`config.mk`:
```
export PLATFORM = sky130hd
export DESIGN_NAME = move_decoder
export DESIGN_NICKNAME = d
export VERILOG_FILES = /design/src/rtl/mvdec_pkg.sv /design/src/rtl/mvdec_word_pick.sv /design/src/rtl/mvdec_field_split.sv /design/src/rtl/mvdec_dst_decode.sv /design/src/rtl/mvdec_quiet_gate.sv /design/src/rtl/move_decoder.sv
export SDC_FILE = /design/constraint.sdc
export NUM_CORES = 1
export LEC_CHECK = 0
export BUFFER_PORTS_ARGS = -buffer_cell sky130_fd_sc_hd__buf_2
export CORE_MARGIN = 2
export CORE_UTILIZATION = 30
export DETAILED_ROUTE_END_ITERATION = 10
export PLACE_DENSITY = 0.76
export SYNTH_ARGS = -nofsm -noshare
export SYNTH_HDL_FRONTEND = slang
export SYNTH_HIERARCHICAL = 1
export SYNTH_SLANG_ARGS = --single-unit
```
`constraint.sdc`:
```
create_clock -name vclk -period 1.6
set_input_delay 0.32 -clock vclk [all_inputs]
set_output_delay 0.32 -clock vclk [all_outputs]
set_load 0.05 [all_outputs]
```
`src/rtl/mvdec_pkg.sv`:
```
package mvdec_pkg;

  // Meaning of a source code as seen by a destination register.
  typedef enum logic [2:0] {
    SRC_REG0   = 3'd0,
    SRC_REG1   = 3'd1,
    SRC_REG2   = 3'd2,
    SRC_REG3   = 3'd3,
    SRC_SELF   = 3'd4,
    SRC_IMM    = 3'd5,
    SRC_ALT    = 3'd6,
    SRC_SHADOW = 3'd7
  } src_code_e;

  // Total instruction width: source, destination, two flags, immediate.
  function automatic int unsigned word_width(input int unsigned src_w,
                                             input int unsigned dst_w,
                                             input int unsigned imm_w);
    return src_w + dst_w + 2 + imm_w;
  endfunction

  // Bit position of the program-counter step flag.
  function automatic int unsigned step_pos(input int unsigned imm_w);
    return imm_w;
  endfunction

  // Bit position of the memory write flag.
  function automatic int unsigned write_pos(input int unsigned imm_w);
    return imm_w + 1;
  endfunction

  // Lowest bit of the destination field.
  function automatic int unsigned dst_lsb(input int unsigned imm_w);
    return imm_w + 2;
  endfunction

  // Lowest bit of the source field.
  function automatic int unsigned src_lsb(input int unsigned imm_w,
                                          input int unsigned dst_w);
    return imm_w + 2 + dst_w;
  endfunction

endpackage

```
`src/rtl/mvdec_word_pick.sv`:
```
module mvdec_word_pick #(
  parameter int WORD_W = 16
) (
  input  logic [WORD_W-1:0] ir_word,
  input  logic [WORD_W-1:0] dbg_word,
  input  logic              use_dbg,
  output logic [WORD_W-1:0] chosen
);
  always_comb begin
    if (use_dbg) chosen = dbg_word;
    else         chosen = ir_word;
  end
endmodule

```
`src/rtl/mvdec_field_split.sv`:
```
module mvdec_field_split
  import mvdec_pkg::*;
#(
  parameter int SRC_W = 3,
  parameter int DST_W = 3,
  parameter int IMM_W = 8,
  localparam int WORD_W = int'(word_width(SRC_W, DST_W, IMM_W))
) (
  input  logic [WORD_W-1:0] word,
  output logic [SRC_W-1:0]  src_f,
  output logic [DST_W-1:0]  dst_f,
  output logic              wr_f,
  output logic              step_f,
  output logic [IMM_W-1:0]  imm_f
);
  localparam int SRC_LO  = int'(src_lsb(IMM_W, DST_W));
  localparam int DST_LO  = int'(dst_lsb(IMM_W));
  localparam int WR_BIT  = int'(write_pos(IMM_W));
  localparam int STP_BIT = int'(step_pos(IMM_W));

  assign src_f  = word[SRC_LO +: SRC_W];
  assign dst_f  = word[DST_LO +: DST_W];
  assign wr_f   = word[WR_BIT];
  assign step_f = word[STP_BIT];
  assign imm_f  = word[IMM_W-1:0];
endmodule

```
`src/rtl/mvdec_dst_decode.sv`:
```
module mvdec_dst_decode #(
  parameter int DST_W   = 3,
  parameter int NUM_GPR = 4,
  localparam int NUM_LD = NUM_GPR + 1
) (
  input  logic [DST_W-1:0]  dst_f,
  output logic [NUM_LD-1:0] load_vec
);
  // Index NUM_GPR is the program counter; higher codes hit nothing.
  for (genvar i = 0; i < NUM_LD; i++) begin : g_hit
    assign load_vec[i] = (dst_f == DST_W'(i));
  end
endmodule

```
`src/rtl/mvdec_quiet_gate.sv`:
```
module mvdec_quiet_gate #(
  parameter int NUM_LD = 5
) (
  input  logic              quiet,
  input  logic [NUM_LD-1:0] load_in,
  input  logic              wr_in,
  input  logic              step_in,
  output logic [NUM_LD-1:0] load_out,
  output logic              wr_out,
  output logic              step_out
);
  assign load_out = quiet ? '0 : load_in;
  assign wr_out   = wr_in   & ~quiet;
  assign step_out = step_in & ~quiet;
endmodule

```
`src/rtl/move_decoder.sv`:
```
module move_decoder
  import mvdec_pkg::*;
#(
  parameter int SRC_W   = 3,
  parameter int DST_W   = 3,
  parameter int IMM_W   = 8,
  parameter int NUM_GPR = 4,
  localparam int WORD_W = int'(word_width(SRC_W, DST_W, IMM_W))
) (
  input  logic [WORD_W-1:0]  instr_word,
  input  logic [WORD_W-1:0]  scan_word,
  input  logic               bypass_en,
  input  logic               squelch_en,
  output logic [SRC_W-1:0]   src_sel,
  output logic [NUM_GPR-1:0] gpr_load,
  output logic               pc_load,
  output logic               mem_write,
  output logic               pc_step,
  output logic [IMM_W-1:0]   imm_data
);
  localparam int NUM_LD = NUM_GPR + 1;

  // Named internal events, visible to the bound checker.
  logic [WORD_W-1:0] picked_word;
  logic [DST_W-1:0]  dst_field;
  logic              wr_field;
  logic              step_field;
  logic [NUM_LD-1:0] raw_loads;
  logic [NUM_LD-1:0] gated_loads;

  mvdec_word_pick #(.WORD_W(WORD_W)) u_pick (
    .ir_word  (instr_word),
    .dbg_word (scan_word),
    .use_dbg  (bypass_en),
    .chosen   (picked_word)
  );

  mvdec_field_split #(.SRC_W(SRC_W), .DST_W(DST_W), .IMM_W(IMM_W)) u_split (
    .word   (picked_word),
    .src_f  (src_sel),
    .dst_f  (dst_field),
    .wr_f   (wr_field),
    .step_f (step_field),
    .imm_f  (imm_data)
  );

  mvdec_dst_decode #(.DST_W(DST_W), .NUM_GPR(NUM_GPR)) u_dst (
    .dst_f    (dst_field),
    .load_vec (raw_loads)
  );

  mvdec_quiet_gate #(.NUM_LD(NUM_LD)) u_gate (
    .quiet    (squelch_en),
    .load_in  (raw_loads),
    .wr_in    (wr_field),
    .step_in  (step_field),
    .load_out (gated_loads),
    .wr_out   (mem_write),
    .step_out (pc_step)
  );

  assign gpr_load = gated_loads[NUM_GPR-1:0];
  assign pc_load  = gated_loads[NUM_GPR];
endmodule

```
== After elaboration in Yosys (flattened, before gate mapping) ==
Cells that the tools add are included.
Widths: inputs -> output; s select.

* Input port bits: 34
* Logic and storage cells: 10
* Output and inout port bits: 18
* Flip-flop bits (word level): 0

* Bitwise operators: 3
* Reductions and logical operators: 1
* Eq/ne operators: 4
* Mux-type cells: 2

{| class="wikitable"
|+ Operators with widths
! operator !! count
|-
| $mux 16 || 1
|-
| $eq 3x2->1 const B || 2
|-
| $mux 5 || 1
|-
| $eq 3x1->1 const B || 1
|-
| $eq 3x3->1 const B || 1
|-
| $logic_not 3->1 || 1
|-
| $and 1x1->1 || 2
|-
| $not 1->1 || 1
|}

== Logic depth before layout (Yosys ltp) ==
Gate-level depths: netlist of run 1.

* Depth in word-level cells: 3
* Depth in mapped cells: 6
* Mapped depth without buffers: 3

== Hierarchy ==
Netlist of run 1, hierarchy kept.

{| class="wikitable"
|+ By module, submodules not included
! module !! area an instance (sq um) !! sequential area each (sq um) !! cells each !! times used
|-
| mvdec_word_pick || 249.0 || 0.0 || 18 || 1
|-
| mvdec_field_split || 120.1 || 0.0 || 16 || 1
|-
| mvdec_quiet_gate || 43.8 || 0.0 || 7 || 1
|-
| mvdec_dst_decode || 37.5 || 0.0 || 5 || 1
|}

== Worst setup path before layout of run 1 ==
Ideal clock, no wire load.

* Kind: input to output
* Start point: input bypass_en
* End point: output gpr_load[3]
* Path slack: -642 ps
* Data required time: 1280 ps
* Cell stages on the path: 6
* Data arrival time: 1922 ps
* Buffers on the path: 3
* Path through: buf_6 > buf_12 > mux2_4 > buf_4 > and3b_2 > nor2b_1

* Word-level cells in the longest chain between the ends: 3

{| class="wikitable"
|+ Ends and longest elaborated chain
! element !! line !! RTL
|-
| start: declaration || move_decoder.sv:12 || <nowiki>input logic bypass_en,</nowiki>
|-
| $mux 16 || mvdec_word_pick.sv:10 || <nowiki>if (use_dbg) chosen = dbg_word;</nowiki>
|-
| net picked_word[12] || move_decoder.sv:24 || <nowiki>logic [WORD_W-1:0] picked_word;</nowiki>
|-
| $eq 3x2->1 || mvdec_dst_decode.sv:11 || <nowiki>assign load_vec[i] = (dst_f == DST_W'(i));</nowiki>
|-
| net raw_loads[3] || move_decoder.sv:28 || <nowiki>logic [NUM_LD-1:0] raw_loads;</nowiki>
|-
| $mux 5 || mvdec_quiet_gate.sv:12 || <nowiki>assign load_out = quiet ? '0 : load_in;</nowiki>
|-
| end: declaration || move_decoder.sv:15 || <nowiki>output logic [NUM_GPR-1:0] gpr_load,</nowiki>
|}

The timed path passes the listed nets, and every way through them passes these cells.

== Worst setup path in the final report of run 1 ==
* Start point: input bypass_en
* End point: output gpr_load[0]

* Word-level cells in the longest chain between the ends: 3

{| class="wikitable"
|+ Ends and longest elaborated chain
! element !! line
|-
| $mux 16 || mvdec_word_pick.sv:10
|-
| net picked_word[12] || move_decoder.sv:24
|-
| $logic_not 3->1 || mvdec_dst_decode.sv:11
|-
| net raw_loads[0] || move_decoder.sv:28
|-
| $mux 5 || mvdec_quiet_gate.sv:12
|}

The timed path passes the listed nets, and every way through them passes these cells.

==> key figures, run 1 <==
Routing
  • Via Count: 427
  • DRC: 0
  • Initial DRC count: 1
  • Vias per cell: around 4.4
  • Routed len/inst: 10.07 um
  • 1st-pass router iterations: 2
  • Antenna Nets Post-Route: 0
  • Detailed Route WL: 967 um

Placed design
  • Dpl ws: -135.7 ps
  • Placer Congestion: between 0.7 and 0.8
  • PortBufs: 52
  • DP HPWL: approximately 830 um

Timing
  • RSZ-0062 raised after global routing: yes
  • Setup slack after layout: roughly 7.8 ps
  • Hold slack: approximately 1100 ps
  • Slew Limit Fails: 0
  • Fin crit period: around 1600 ps
  • Slew of the pin with the lowest slew margin: about 340 ps
  • Slew headroom: 0.7741
  • Final setup viols: 0
  • Final worst-path cycle share: 0.9951
  • Fin. Hold Viols: 0
  • Max Fclk: between 600 and 700 MHz

Global routing
  • Vias in the first global route: around 360
  • Largest net degree at the start of global routing: 14
  • First-pass GRT wire length: roughly 1.5 mm
  • Gr usage total: 0.09610
  • Congestion Overflow GR: 0
  • Initial antenna violation count: 0

Final layout
  • Fin nets: about 120
  • Clk_buf instances: 0
  • Commonest non-fill, non-tap cell in the layout: buf_2
  • Sequential cell count: 0
  • Ant. Diodes: 0
  • Layout cells sized above 1: 1.000
  • Synthesis-to-finish area growth: 57.78%
  • Most frequent cells in the layout: buf_2, mux2_4, nor2b_4, mux2_2, buf_6
  • Storage cell area: 0 sq um

Critical path
  • Worst setup SP type: input pin
  • CP arrival: between 1000 and 1500 ps
  • WP data required: 1280 ps
  • CP endpoint kind: primary output
  • Crit Path Max Fanout: 5
  • WS Path Type: input pin to primary output

Synth
  • Syn_area_per_cell: a little under 10 sq um
  • Top cells by area, synth: mux2_4, buf_4, mux2_2
  • Synthesized cell area: 450.4 sq um
  • Distinct cells, synth: 9
  • Yosys warnings: 6
  • Share of the synthesized area in the top cell type: 0.3333
  • Syn_nets: 80
  • Post-synth top area cell: mux2_4
  • Mapped Cells: 46
  • Sequential area share after synthesis: 0

Die
  • Die area: ~0.0018 sq mm
  • Core area: ~0.0014 sq mm
  • # IOs: 52
  • Initial Utilization: 0.3336
  • Die width: between 40 and 50 um
  • Vert. Die Dim: around 43 um
  • Cell row count: 13

Power
  • Max VDD drop: approximately 210 uV
  • PD cells: about 400 mW/mm^2
  • Leak Pwr: ~0.38 nW

Worst hold path
  • Tightest Hold Check Type: input pin to primary output

Job
  • Max-cap violations: 0

Clock tree
  • Hold buffers post-CTS: 0

Outcome
  • Outcome: completed
area by class of cell:
class	instances	area (sq um)
multi-input combinational	28	371.6
fill	127	639.4
timing repair buffer	53	320.3
tap	15	18.77
report_power, final:
part           total [W]  internal [W]  switching (W)
Clock                  0             0              0
Sequential             0             0              0
Combinational   0.000283      0.000121       0.000162
synthesized netlist by cell type, drive strengths merged:
library cell	number
nor3	1
and3b	1
nor2b	7
mux2	16
nor3b	3
buf	18
kinds of logic (layout without fill, tap and decap cells):
kind of cell  count (synthesis)  after routing  share of synthesized area
buf+inv                      18             53                     0.3361
mux                          16             16                     0.4833
simple gates                 12             12                     0.1805
metrics by stage:
stage / TNS (ps) / utilization / power, W / instances / area, sq um
after floorplan: -1036 / - / 0.0002487 / 46 / 529.3
after global placement: -726.7 / 0.4838 / 0.0002684 / 96 / 653.1
after detailed placement: -768.2 / 0.4838 / 0.0002718 / 96 / 653.1
after CTS: 0 / 0.5116 / 0.0002808 / 96 / 690.7
after global routing: -73.20 / 0.5264 / 0.0002981 / 96 / 710.7
final: 0 / 0.5264 / 0.0002832 / 96 / 710.7
path summary, 6_finish.rpt:
kind	startpoint	to	cells past startpoint
setup / recovery	bypass_en	gpr_load[0]	5
hold / removal	scan_word[5]	imm_data[5]	3
metal layers:
layer,track usage,part of all wire,vias to the layer above
met1,0.1275,0.38,183
met4,0,0,0
met3,0.004255,0.12,0
li1,-,-,211
met2,0.1788,0.50,33
met5,0,0,-
repair_timing:
item / 4_1_cts / 5_1_grt
endpoints found under the setup margin: 7 / 5
gates resized for setup: 12 / 5
pin swaps: 0 / 1
setup buffers: 0 / 0
hold endpoints to repair: 0 / 0
critical path, stage by stage:
cell     delay, ps
buf_8          110
mux2_4         330
nor3_2         190
nor2b_4        170
buf_8          150
Note: power is estimated with default switching activity, not from simulation.
==> run 2, diff against run 1 <==
Settings changed: CAP_MARGIN set to 10, CELL_PAD_IN_SITES_DETAIL_PLACEMENT set to 1, CELL_PAD_IN_SITES_GLOBAL_PLACEMENT set to 2, CORE_ASPECT_RATIO set to 0.8, CORE_UTILIZATION 30 to 15, PLACE_DENSITY 0.76 to not set, PLACE_DENSITY_LB_ADDON set to 0.1.
==> run 2 against run 1 <==
Compared with the run above:
- the flow now finishes with violations (negative setup slack)
- combinational power grew 1%
- total power grew 1.4%
- hold slack gained 4.4 ps
- wire length grew 32%
- final cell count grew 24%
- flip-flop and latch count is the same
- critical path type unchanged
- highest routed layer unchanged
==> key figures, run 2 (synthesis gave the netlist of run 1 again) <==
Placed design
  • Placer Congestion: 0.6549 (-11%)
  • DP HPWL: 1.165 mm (+40%)
  • PortBufs: 52 (unchanged)
  • Dpl ws: -172.8 ps (-37.17 ps)

Global routing
  • Vias in the first global route: 472 (+31%)
  • First-pass GRT wire length: 1.932 mm (+32%)
  • Largest net degree at the start of global routing: 14 (unchanged)
  • Congestion Overflow GR: 0 (unchanged)
  • Gr usage total: 0.06928 (-0.02682)
  • Initial antenna violation count: 0 (unchanged)

Timing
  • Final worst-path cycle share: 1.007 (+0.01159)
  • RSZ-0062 raised after global routing: yes
  • Slew headroom: 0.7687 (-0.005339)
  • TNS Setup: -15.87 ps (-15.87 ps)
  • Fin. Hold Viols: 0 (unchanged)
  • Setup slack after layout: -10.71 ps (-18.55 ps)
  • Slew of the pin with the lowest slew margin: 346.9 ps (+8.008 ps)
  • Hold slack: 1085 ps (+4.410 ps)
  • Slew Limit Fails: 0 (unchanged)
  • Final setup viols: 2 (+2)
  • Fin crit period: 1611 ps (+18.55 ps)
  • Max Fclk: 620.8 MHz (-1.2%)

Routing
  • 1st-pass router iterations: 3 (+1)
  • Routed len/inst: 10.76 um (+6.9%)
  • Antenna Nets Post-Route: 0 (unchanged)
  • Detailed Route WL: 1.281 mm (+32%)
  • Via Count: 453 (+6.1%)
  • DRC: 0 (unchanged)
  • Initial DRC count: 3 (+2)
  • Vias per cell: 3.807 (-14%)

Power
  • Clk network pwr share: 0 (unchanged)
  • Leak Pwr: 0.3857 nW (+0.28%)
  • Net Switching: 0.0001654 W (+2.0%)
  • Combinational Power Share: 1.000 (about the same)
  • Max VDD drop: 151.9 uV (-29%)
  • Sw Share: 0.5757 (+0.003436)
  • PD cells: 386.5 mW/mm^2 (-3.0%)
  • Seq pwr share: 0 (unchanged)
  • P_int: 0.0001219 W (+0.61%)

Worst hold path
  • Worst Hold Depth: 3 (unchanged)
  • Hold path startpoint: scan_word[15]
  • Hold EP: src_sel[2]
  • Tightest Hold Check Type: input pin to primary output

Critical path
  • Crit Path Max Fanout: 5 (unchanged)
  • CP top delay family: simple AND/OR/NAND/NOR gates
  • Slowest cell on crit path: mux2_4
  • CP arrival: 1290 ps (+20 ps)
  • Cell Chain, Critical Path: buf_8 > mux2_4 > and3b_2 > nor2b_4 > buf_8
  • Top cell by count, worst path: buf_8
  • Delay of the slowest cell on the worst path: 330 ps (about the same)
  • Worst setup SP type: input pin
  • WP data required: 1280 ps (about the same)
  • CP endpoint kind: primary output
  • WS Path Type: input pin to primary output
  • Buf+Inv Stages, Crit Path: 2 (unchanged)

Final layout
  • Layout cells sized above 1: 1.000 (unchanged)
  • Most frequent cells in the layout: buf_2, mux2_4, nor2b_4, mux2_2, buf_8
  • Commonest non-fill, non-tap cell in the layout: buf_2
  • Ant. Diodes: 0 (unchanged)
  • Synthesis-to-finish area growth: 65.00%
  • Filler cells: 348 (+170%)
  • Clk_buf instances: 0 (unchanged)
  • Fin nets: 117 (unchanged)
  • Storage cell area: 0 sq um (unchanged)
  • Core Util, Final: 0.2647 (-0.2617)
  • Sequential cell count: 0 (unchanged)

Job
  • Max-cap violations: 0 (unchanged)

Outcome
  • Failing checks: negative setup slack
  • Outcome: finished, violations left

Die
  • Core area: 0.002808 sq mm (+110%)
  • # IOs: 52 (unchanged)
  • Initial Utilization: 0.1604 (-0.1732)
  • Cell row count: 17 (+4)
  • Vert. Die Dim: 53.02 um (+24%)
  • Die area: 0.003460 sq mm (+89%)
  • Die width: 65.27 um (+53%)

Clock tree
  • Setup bufs post-CTS: 0 (unchanged)
  • Hold buffers post-CTS: 0 (unchanged)
## run 2: cell counts in the layout (fill, tap and decap cells not counted)
Identical to the previous run, type by type.
## run 2: layer usage
| metal | up-vias | track usage | share of wire |
|---|---|---|---|
| met5 | - | 0 | 0 |
| met4 | 0 | 0 | 0 |
| met3 | 0 | 0.01915 | 0.14 |
| met2 | 34 | 0.1327 | 0.48 |
| met1 | 207 | 0.08207 | 0.38 |
| li1 | 212 | - | - |
## run 2: worst max path at each step
stage	from	end	slack, ps	cells past startpoint
2_1_floorplan	bypass_en	gpr_load[3]	-230	6
3_3_place_gp	bypass_en	gpr_load[0]	-220	5
3_5_place_dp	bypass_en	gpr_load[3]	-170	5
4_1_cts	bypass_en	gpr_load[3]	-20	5
5_1_grt	bypass_en	gpr_load[2]	-60	5
6_report	bypass_en	gpr_load[3]	-10	5
## run 2: cell type report
| class | instances | area [sq um] | share of cell area |
|---|---|---|---|
| Timing Repair Buffer | 53 | 324.1 | 0.4360 |
| Tap cell | 38 | 47.55 | 0.06397 |
| Multi-Input combinational cell | 28 | 371.6 | 0.5000 |
## run 2: timing repair
item	CTS	global route
pin swaps	0	3
gates resized for setup	14	4
hold endpoints to repair	0	0
setup endpoints to repair	18	5
## run 2: metrics by stage
| step | std cells | power [W] | area, sq um |
|---|---|---|---|
| 5_1_grt | 119 | 0.0003040 | 743.2 |
| 2_1_floorplan | 46 | 0.0002487 | 529.3 |
| 3_5_place_dp | 119 | 0.0002763 | 681.9 |
| 6_report | 119 | 0.0002873 | 743.2 |
| 3_3_place_gp | 119 | 0.0002759 | 681.9 |
| 4_1_cts | 119 | 0.0002869 | 726.9 |
## run 2: power by group through the flow
| stage | clock, W | combinational [W] | sequential (W) |
|---|---|---|---|
| after floorplan | 0 | 0.000249 | 0 |
| after global placement | 0 | 0.000276 | 0 |
| after detailed placement | 0 | 0.000276 | 0 |
| after CTS | 0 | 0.000287 | 0 |
| after global routing | 0 | 0.000304 | 0 |
| final | 0 | 0.000287 | 0 |
## run 2: tightest hold or removal path, stage by stage
cell and delay (ps):
buf_2 70, mux2_2 120, buf_2 250
